File: src/rtl/dds_pkg.sv
package dds_pkg;

  localparam int NSETS = 2;
  localparam int BEAT_BYTES = 4;

  typedef enum logic [1:0] {
    ST_IDLE = 2'd0,
    ST_RD   = 2'd1,
    ST_WR   = 2'd2
  } st_e;

  // address of the next word
  function automatic logic [63:0] addr_next(input logic [63:0] a);
    return a + 64'(BEAT_BYTES);
  endfunction

  // remaining length after one beat, floored at zero
  function automatic logic [63:0] len_next(input logic [63:0] l);
    return (l > 64'(BEAT_BYTES)) ? l - 64'(BEAT_BYTES) : 64'd0;
  endfunction

  // the current beat is the final one of the set
  function automatic logic len_last(input logic [63:0] l);
    return l <= 64'(BEAT_BYTES);
  endfunction

endpackage

File: src/rtl/dds_desc.sv
module dds_desc #(
  parameter int AW = 32,
  parameter int LW = 16
) (
  input  logic          clk,
  input  logic          rst_n,
  input  logic          load,
  input  logic [AW-1:0] ld_src,
  input  logic [AW-1:0] ld_dst,
  input  logic [LW-1:0] ld_len,
  input  logic          step,
  input  logic          retire,
  output logic [AW-1:0] src,
  output logic [AW-1:0] dst,
  output logic [LW-1:0] len,
  output logic          en
);
  always_ff @(posedge clk) begin
    if (!rst_n) begin
      src <= '0;
      dst <= '0;
      len <= '0;
      en  <= 1'b0;
    end else begin
      if (load) begin
        src <= ld_src;
        dst <= ld_dst;
        len <= ld_len;
      end else if (step) begin
        src <= AW'(dds_pkg::addr_next(64'(src)));
        dst <= AW'(dds_pkg::addr_next(64'(dst)));
        len <= LW'(dds_pkg::len_next(64'(len)));
      end
      if (retire)    en <= 1'b0;
      else if (load) en <= 1'b1;
    end
  end
endmodule

File: src/rtl/dds_pick.sv
module dds_pick (
  input  logic [1:0] en,
  input  logic       pref,
  output logic       valid,
  output logic       sel
);
  always_comb begin
    valid = 1'b0;
    sel   = pref;
    if (en[pref]) begin
      valid = 1'b1;
      sel   = pref;
    end else if (en[~pref]) begin
      valid = 1'b1;
      sel   = ~pref;
    end
  end
endmodule

File: src/rtl/dds_top.sv
module dds_top #(
  parameter int AW = 32,
  parameter int DW = 32,
  parameter int LW = 16
) (
  input  logic          clk,
  input  logic          rst_n,
  input  logic          desc_load,
  input  logic          desc_sel,
  input  logic [AW-1:0] desc_src,
  input  logic [AW-1:0] desc_dst,
  input  logic [LW-1:0] desc_len,
  input  logic [1:0]    clr_done,
  input  logic [1:0]    clr_err,
  input  logic          clr_irq,
  input  logic          clr_rd_fatal,
  input  logic          clr_wr_fatal,
  output logic          rd_req,
  output logic [AW-1:0] rd_addr,
  input  logic          rd_ack,
  input  logic [DW-1:0] rd_data,
  input  logic          rd_err,
  output logic          wr_req,
  output logic [AW-1:0] wr_addr,
  output logic [DW-1:0] wr_data,
  input  logic          wr_ack,
  input  logic          wr_err,
  output logic [1:0]    set_en,
  output logic [1:0]    set_done,
  output logic [1:0]    set_err,
  output logic          chan_irq,
  output logic          rd_fatal,
  output logic          wr_fatal,
  output logic          busy
);
  import dds_pkg::*;

  st_e           st;
  logic          act;
  logic          pref;
  logic [DW-1:0] rdata_q;

  logic [AW-1:0] src_w [NSETS];
  logic [AW-1:0] dst_w [NSETS];
  logic [LW-1:0] len_w [NSETS];
  logic [NSETS-1:0] load_w, step_w, retire_w;

  logic pick_valid, pick_sel;

  // named internal events
  logic beat_ok, last_beat, end_ok, end_rd, end_wr, end_bad, end_any;

  assign busy    = (st != ST_IDLE);
  assign rd_req  = (st == ST_RD);
  assign wr_req  = (st == ST_WR);
  assign rd_addr = src_w[act];
  assign wr_addr = dst_w[act];
  assign wr_data = rdata_q;

  assign last_beat = len_last(64'(len_w[act]));
  assign beat_ok   = wr_req && wr_ack && !wr_err;
  assign end_ok    = beat_ok && last_beat;
  assign end_rd    = rd_req && rd_err;
  assign end_wr    = wr_req && wr_err;
  assign end_bad   = end_rd || end_wr;
  assign end_any   = end_ok || end_bad;

  dds_pick u_pick (
    .en    (set_en),
    .pref  (pref),
    .valid (pick_valid),
    .sel   (pick_sel)
  );

  for (genvar i = 0; i < NSETS; i++) begin : g_set
    assign load_w[i]   = desc_load && (desc_sel == 1'(i)) && (desc_len != '0)
                         && !(busy && act == 1'(i));
    assign step_w[i]   = beat_ok && (act == 1'(i));
    assign retire_w[i] = end_any && (act == 1'(i));

    dds_desc #(.AW(AW), .LW(LW)) u_desc (
      .clk    (clk),
      .rst_n  (rst_n),
      .load   (load_w[i]),
      .ld_src (desc_src),
      .ld_dst (desc_dst),
      .ld_len (desc_len),
      .step   (step_w[i]),
      .retire (retire_w[i]),
      .src    (src_w[i]),
      .dst    (dst_w[i]),
      .len    (len_w[i]),
      .en     (set_en[i])
    );

    always_ff @(posedge clk) begin
      if (!rst_n) begin
        set_done[i] <= 1'b0;
        set_err[i]  <= 1'b0;
      end else begin
        set_done[i] <= (set_done[i] & ~clr_done[i]) | retire_w[i];
        set_err[i]  <= (set_err[i] & ~clr_err[i]) | (retire_w[i] & end_bad);
      end
    end

    assert_retire_clears_en_R4: assert property (@(posedge clk) disable iff (!rst_n)
      (end_any && act == 1'(i)) |=> !set_en[i]);
    assert_err_has_done_R6: assert property (@(posedge clk) disable iff (!rst_n)
      $rose(set_err[i]) |-> set_done[i]);
  end

  // sequencing state machine
  always_ff @(posedge clk) begin
    if (!rst_n) begin
      st      <= ST_IDLE;
      act     <= 1'b0;
      pref    <= 1'b0;
      rdata_q <= '0;
    end else begin
      case (st)
        ST_IDLE: if (pick_valid) begin
          act <= pick_sel;
          st  <= ST_RD;
        end
        ST_RD: if (rd_err) st <= ST_IDLE;
          else if (rd_ack) begin
            rdata_q <= rd_data;
            st      <= ST_WR;
          end
        ST_WR: if (wr_err) st <= ST_IDLE;
          else if (wr_ack) st <= last_beat ? ST_IDLE : ST_RD;
        default: st <= ST_IDLE;
      endcase
      if (end_any) pref <= ~act;
    end
  end

  // channel and global status bits
  always_ff @(posedge clk) begin
    if (!rst_n) begin
      chan_irq <= 1'b0;
      rd_fatal <= 1'b0;
      wr_fatal <= 1'b0;
    end else begin
      chan_irq <= (chan_irq & ~clr_irq) | end_any;
      rd_fatal <= (rd_fatal & ~clr_rd_fatal) | end_rd;
      wr_fatal <= (wr_fatal & ~clr_wr_fatal) | end_wr;
    end
  end

  assert_req_excl_R10: assert property (@(posedge clk) disable iff (!rst_n)
    !(rd_req && wr_req));
  assert_addr_step_R3: assert property (@(posedge clk) disable iff (!rst_n)
    (beat_ok && !last_beat) |=> (rd_req && rd_addr == $past(rd_addr) + AW'(4)));
  assert_rd_fatal_cause_R6: assert property (@(posedge clk) disable iff (!rst_n)
    $rose(rd_fatal) |-> $past(rd_req && rd_err));
  assert_wr_fatal_cause_R7: assert property (@(posedge clk) disable iff (!rst_n)
    $rose(wr_fatal) |-> $past(wr_req && wr_err));
  assert_irq_cause_R4: assert property (@(posedge clk) disable iff (!rst_n)
    $rose(chan_irq) |-> $past(end_any));

endmodule

File: config.mk
export PLATFORM = sky130hd
export DESIGN_NAME = dds_top
export DESIGN_NICKNAME = d
export VERILOG_FILES = /design/src/rtl/dds_pkg.sv /design/src/rtl/dds_desc.sv /design/src/rtl/dds_pick.sv /design/src/rtl/dds_top.sv
export SDC_FILE = /design/constraint.sdc
export NUM_CORES = 1
export LEC_CHECK = 0
export BUFFER_PORTS_ARGS = -buffer_cell sky130_fd_sc_hd__buf_2
export CAP_MARGIN = 25
export CORE_ASPECT_RATIO = 0.6
export CORE_MARGIN = 5
export CORE_UTILIZATION = 50
export CTS_CLUSTER_DIAMETER = 40
export DETAILED_ROUTE_END_ITERATION = 6
export GPL_ROUTABILITY_DRIVEN = 0
export PLACE_DENSITY_LB_ADDON = 0.05
export SYNTH_ARGS = -nofsm -noshare
export SYNTH_HDL_FRONTEND = slang
export SYNTH_SLANG_ARGS = --single-unit
File: constraint.sdc
create_clock -name clk -period 2.4 [get_ports clk]
set_input_delay 0.36 -clock clk [delete_from_list [all_inputs] [get_ports clk]]
set_output_delay 0.36 -clock clk [all_outputs]
set_load 0.05 [all_outputs]
==> results.cfg <==
[detailed_routing]
drt_iter0_markers = 1336
antenna_left = 0
vias = 12441
via_per_inst = 6.186
dr.pass1.iters = 6
drc = 0
routedWlPerCell_microns = 20.57
drt-total-wl_microns = 41360

[logic_synthesis]
synth_area_leader_cell = dfxtp_1
synthFlopType = dfxtp_1
yosysMostFrequentCell = nand2_1
synthTopCellsByCount = 221 x nand2_1, 205 x dfxtp_1, 124 x a21oi_1
synth_cell_types = 65
yosysWarnings = 0
yosysSeqAreaShare_pct = 36.24
netlist.area_leader.share_pct = 36.24
synthArstFlopShare_pct = 0
syn_area_sq_um = 11320
synthCells = 1442
synthTopCellsByArea = dfxtp_1 36%, nand2_1 7.3%, mux2_2 6.0%
synthesis.nets = 1577
avgSynthCellArea_sq_um = 7.853
synth-seq-cells = 205
synth_edf_count = 0

[clock_tree]
cts-htree-levels = 1
clk-insertion-delay-late_ns = 0.55
numCtsBuffers = 26
cts_tree = done
cts_buffer_depth = 3
clock_sinks = 205
path_clk_slew_ns = 0.07
cts_root_buf = clkbuf_16

[finish]
synthToLayoutAreaGrowth_pct = 25.60
final_nets = 1819
multi_input_area_sq_um = 6743
diodes = 0
drive_above_1_share_pct = 26.42
final_util_pct = 64.13
fillers = 1986
regArea_sq_um = 4108

[die]
die_h_microns = 126.6
start_util_pct = 51.06
dieArea_sq_um = 25850
core_area_sq_um = 22180
rows = 42
die_w_microns = 204.3
num_io_pins = 235

[worst_setup_path]
startpoint = act
max_stage_delay_ns = 0.49
start_kind = flop
critPathCaptureType = output pin
crit_chain = buf_4 -> mux2_2 -> buf_2
cp_slowest_cell = dfxtp_4
cpLargestDelayFamily = buffers and inverters
r2r-end = g_set[0].u_desc.dst[23]
crit_end = wr_addr[2]
arrival_ns = 1.94
required_ns = 2.04
path_buf_inv = 2
regToRegSetupSlack_ns = 0.11
path_depth = 3
critPathKind = flop to output pin
reg2reg_from = g_set[0].u_desc.dst[4]
ff2ff_path_depth = 6
worst-path-max-fanout = 18

[timing]
slew_violations = 0
layout_min_cycle_time_ns = 2.305
slew_headroom_pct = 45.17
setup_slack_ns = 0.09519
tightest_slew_ns = 0.8138
fmax_ghz = 0.4339
rsz0062_at_grt = no
finalCritPeriodShare_pct = 96.03
hold_viol_final = 0
setup_viol = 0
fin_skew_ns = 0.03080

[global_routing]
grt_pass1_wl_microns = 63960
grt_max_degree = 66
grt_pass1_vias = 11503
grt_usage_pct = 30.15
antenna_found_initial = 0
overflow = 0

[pwr]
vdd.ir_drop.worst_mv = 0.4167
powerDensity_nw_per_um2 = 709.6
p_total_mw = 10.09
p_leak_nw = 5.611

[min_path]
hold_class = input pin to flop

[placement]
pre_cts_ws_ns = -0.03350
place.port_buffers = 234
dp_hpwl_microns = 29780

[run_status]
status = finished, final reports clean

[flow_run]
maxCapViolCount = 0
==> layout by cell type (no fill, tap or decap), types with 24 or more instances in the layout <==
master	Yosys	final
nor2_1	80	78
buf_4	3	71
a21oi_1	124	123
buf_2	2	234
o211ai_1	32	32
nand4_1	45	45
mux2_2	60	60
xor2_1	25	25
nand3_1	73	73
dfxtp_1	205	204
and3_1	32	32
nand2_1	221	219
inv_1	25	24
nor3_1	36	36
o21ai_0	57	53
clkbuf_16	0	27
a31oi_1	46	46
==> per-layer routing <==
| metal | vias up | share of wire [%] | global-route usage, % |
|---|---|---|---|
| met5 | - | 0.13 | 1.504 |
| met4 | 2 | 1.8 | 6.024 |
| met3 | 66 | 11 | 7.704 |
| met2 | 651 | 41 | 42.38 |
| met1 | 5853 | 46 | 46.26 |
| li1 | 5869 | - | - |
==> area by class of cell <==
type                    count  area share [%]
multi-input cells        1107           47.41
repair buffers            319           13.95
well taps                 308           2.710
flip-flops and latches    205           28.88
clock buffers              29           4.874
clock inverters            18           1.496
inverters                  25          0.6774
==> repair_timing <==
item / in CTS / in global routing
resized for setup: 3 / 1
hold buffers: 0 / 0
buffers inserted: 0 / 1
setup endpoints to repair: 35 / 36
==> through the flow <==
| stage | area [sq um] | instances | TNS (ns) | hold slack (ns) |
|---|---|---|---|---|
| after global placement | 13290 | 1963 | 0 | 0.4384 |
| final | 14220 | 2011 | 0 | 0.03854 |
| after global routing | 14220 | 2011 | 0 | 0.04022 |
| after CTS | 14210 | 2010 | 0 | 0.03388 |
| after detailed placement | 13290 | 1963 | -0.07308 | 0.4447 |
| after floorplan | 11320 | 1442 | -0.5002 | 0.4329 |
==> sequential cells by signal, summed over array words and instances (netlist names) <==
register	count
wr_data	32
chan_irq	1
rd_fatal	1
g_set.u_desc.len	32
g_set.u_desc.src	64
g_set.u_desc.en	2
st	2
g_set.u_desc.dst	64
set_err	2
wr_fatal	1
pref	1
act	1
set_done	2
==> power breakdown <==
group / internal (mW) / total (mW) / switching [mW]
clock: 2.45 / 4.17 / 1.71
combinational: 0.718 / 2.06 / 1.34
sequential: 3.61 / 3.86 / 0.249
total: 6.78 / 10.1 / 3.31
==> how the worst min path moves through the flow <==
| stage | from | to | slack (ns) | cells past startpoint |
|---|---|---|---|---|
| 2_1_floorplan | g_set[1].u_desc.dst[0] | g_set[1].u_desc.dst[0] | 0.43 | 2 |
| 3_3_place_gp | wr_data[2] | wr_data[2] | 0.44 | 2 |
| 3_5_place_dp | wr_data[12] | wr_data[12] | 0.44 | 2 |
| 4_1_cts | rd_data[26] | wr_data[26] | 0.03 | 3 |
| 5_1_grt | rd_data[26] | wr_data[26] | 0.04 | 3 |
| 6_report | rd_data[26] | wr_data[26] | 0.04 | 3 |
==> kinds of logic after synthesis <==
| group | share of synthesized area, % |
|---|---|
| AO/OA/AOI/OAI | 22.48 |
| XOR/XNOR | 3.326 |
| adder cells (fa/ha/maj) | 0.8840 |
| buffers and inverters | 4.442 |
| flip-flops | 36.24 |
| multiplexers | 6.320 |
| AND/OR/NAND/NOR | 26.31 |
==> worst register-to-register path, stage by stage, from the launching register on <==
cell and delay (ns):
dfxtp_1 0.41, nand3_1 0.23, nor4_1 0.54, buf_4 0.27, nand2_1 0.10, or4_1 0.48
a31oi_1 0.17
Power figures use the tool's default switching activity.
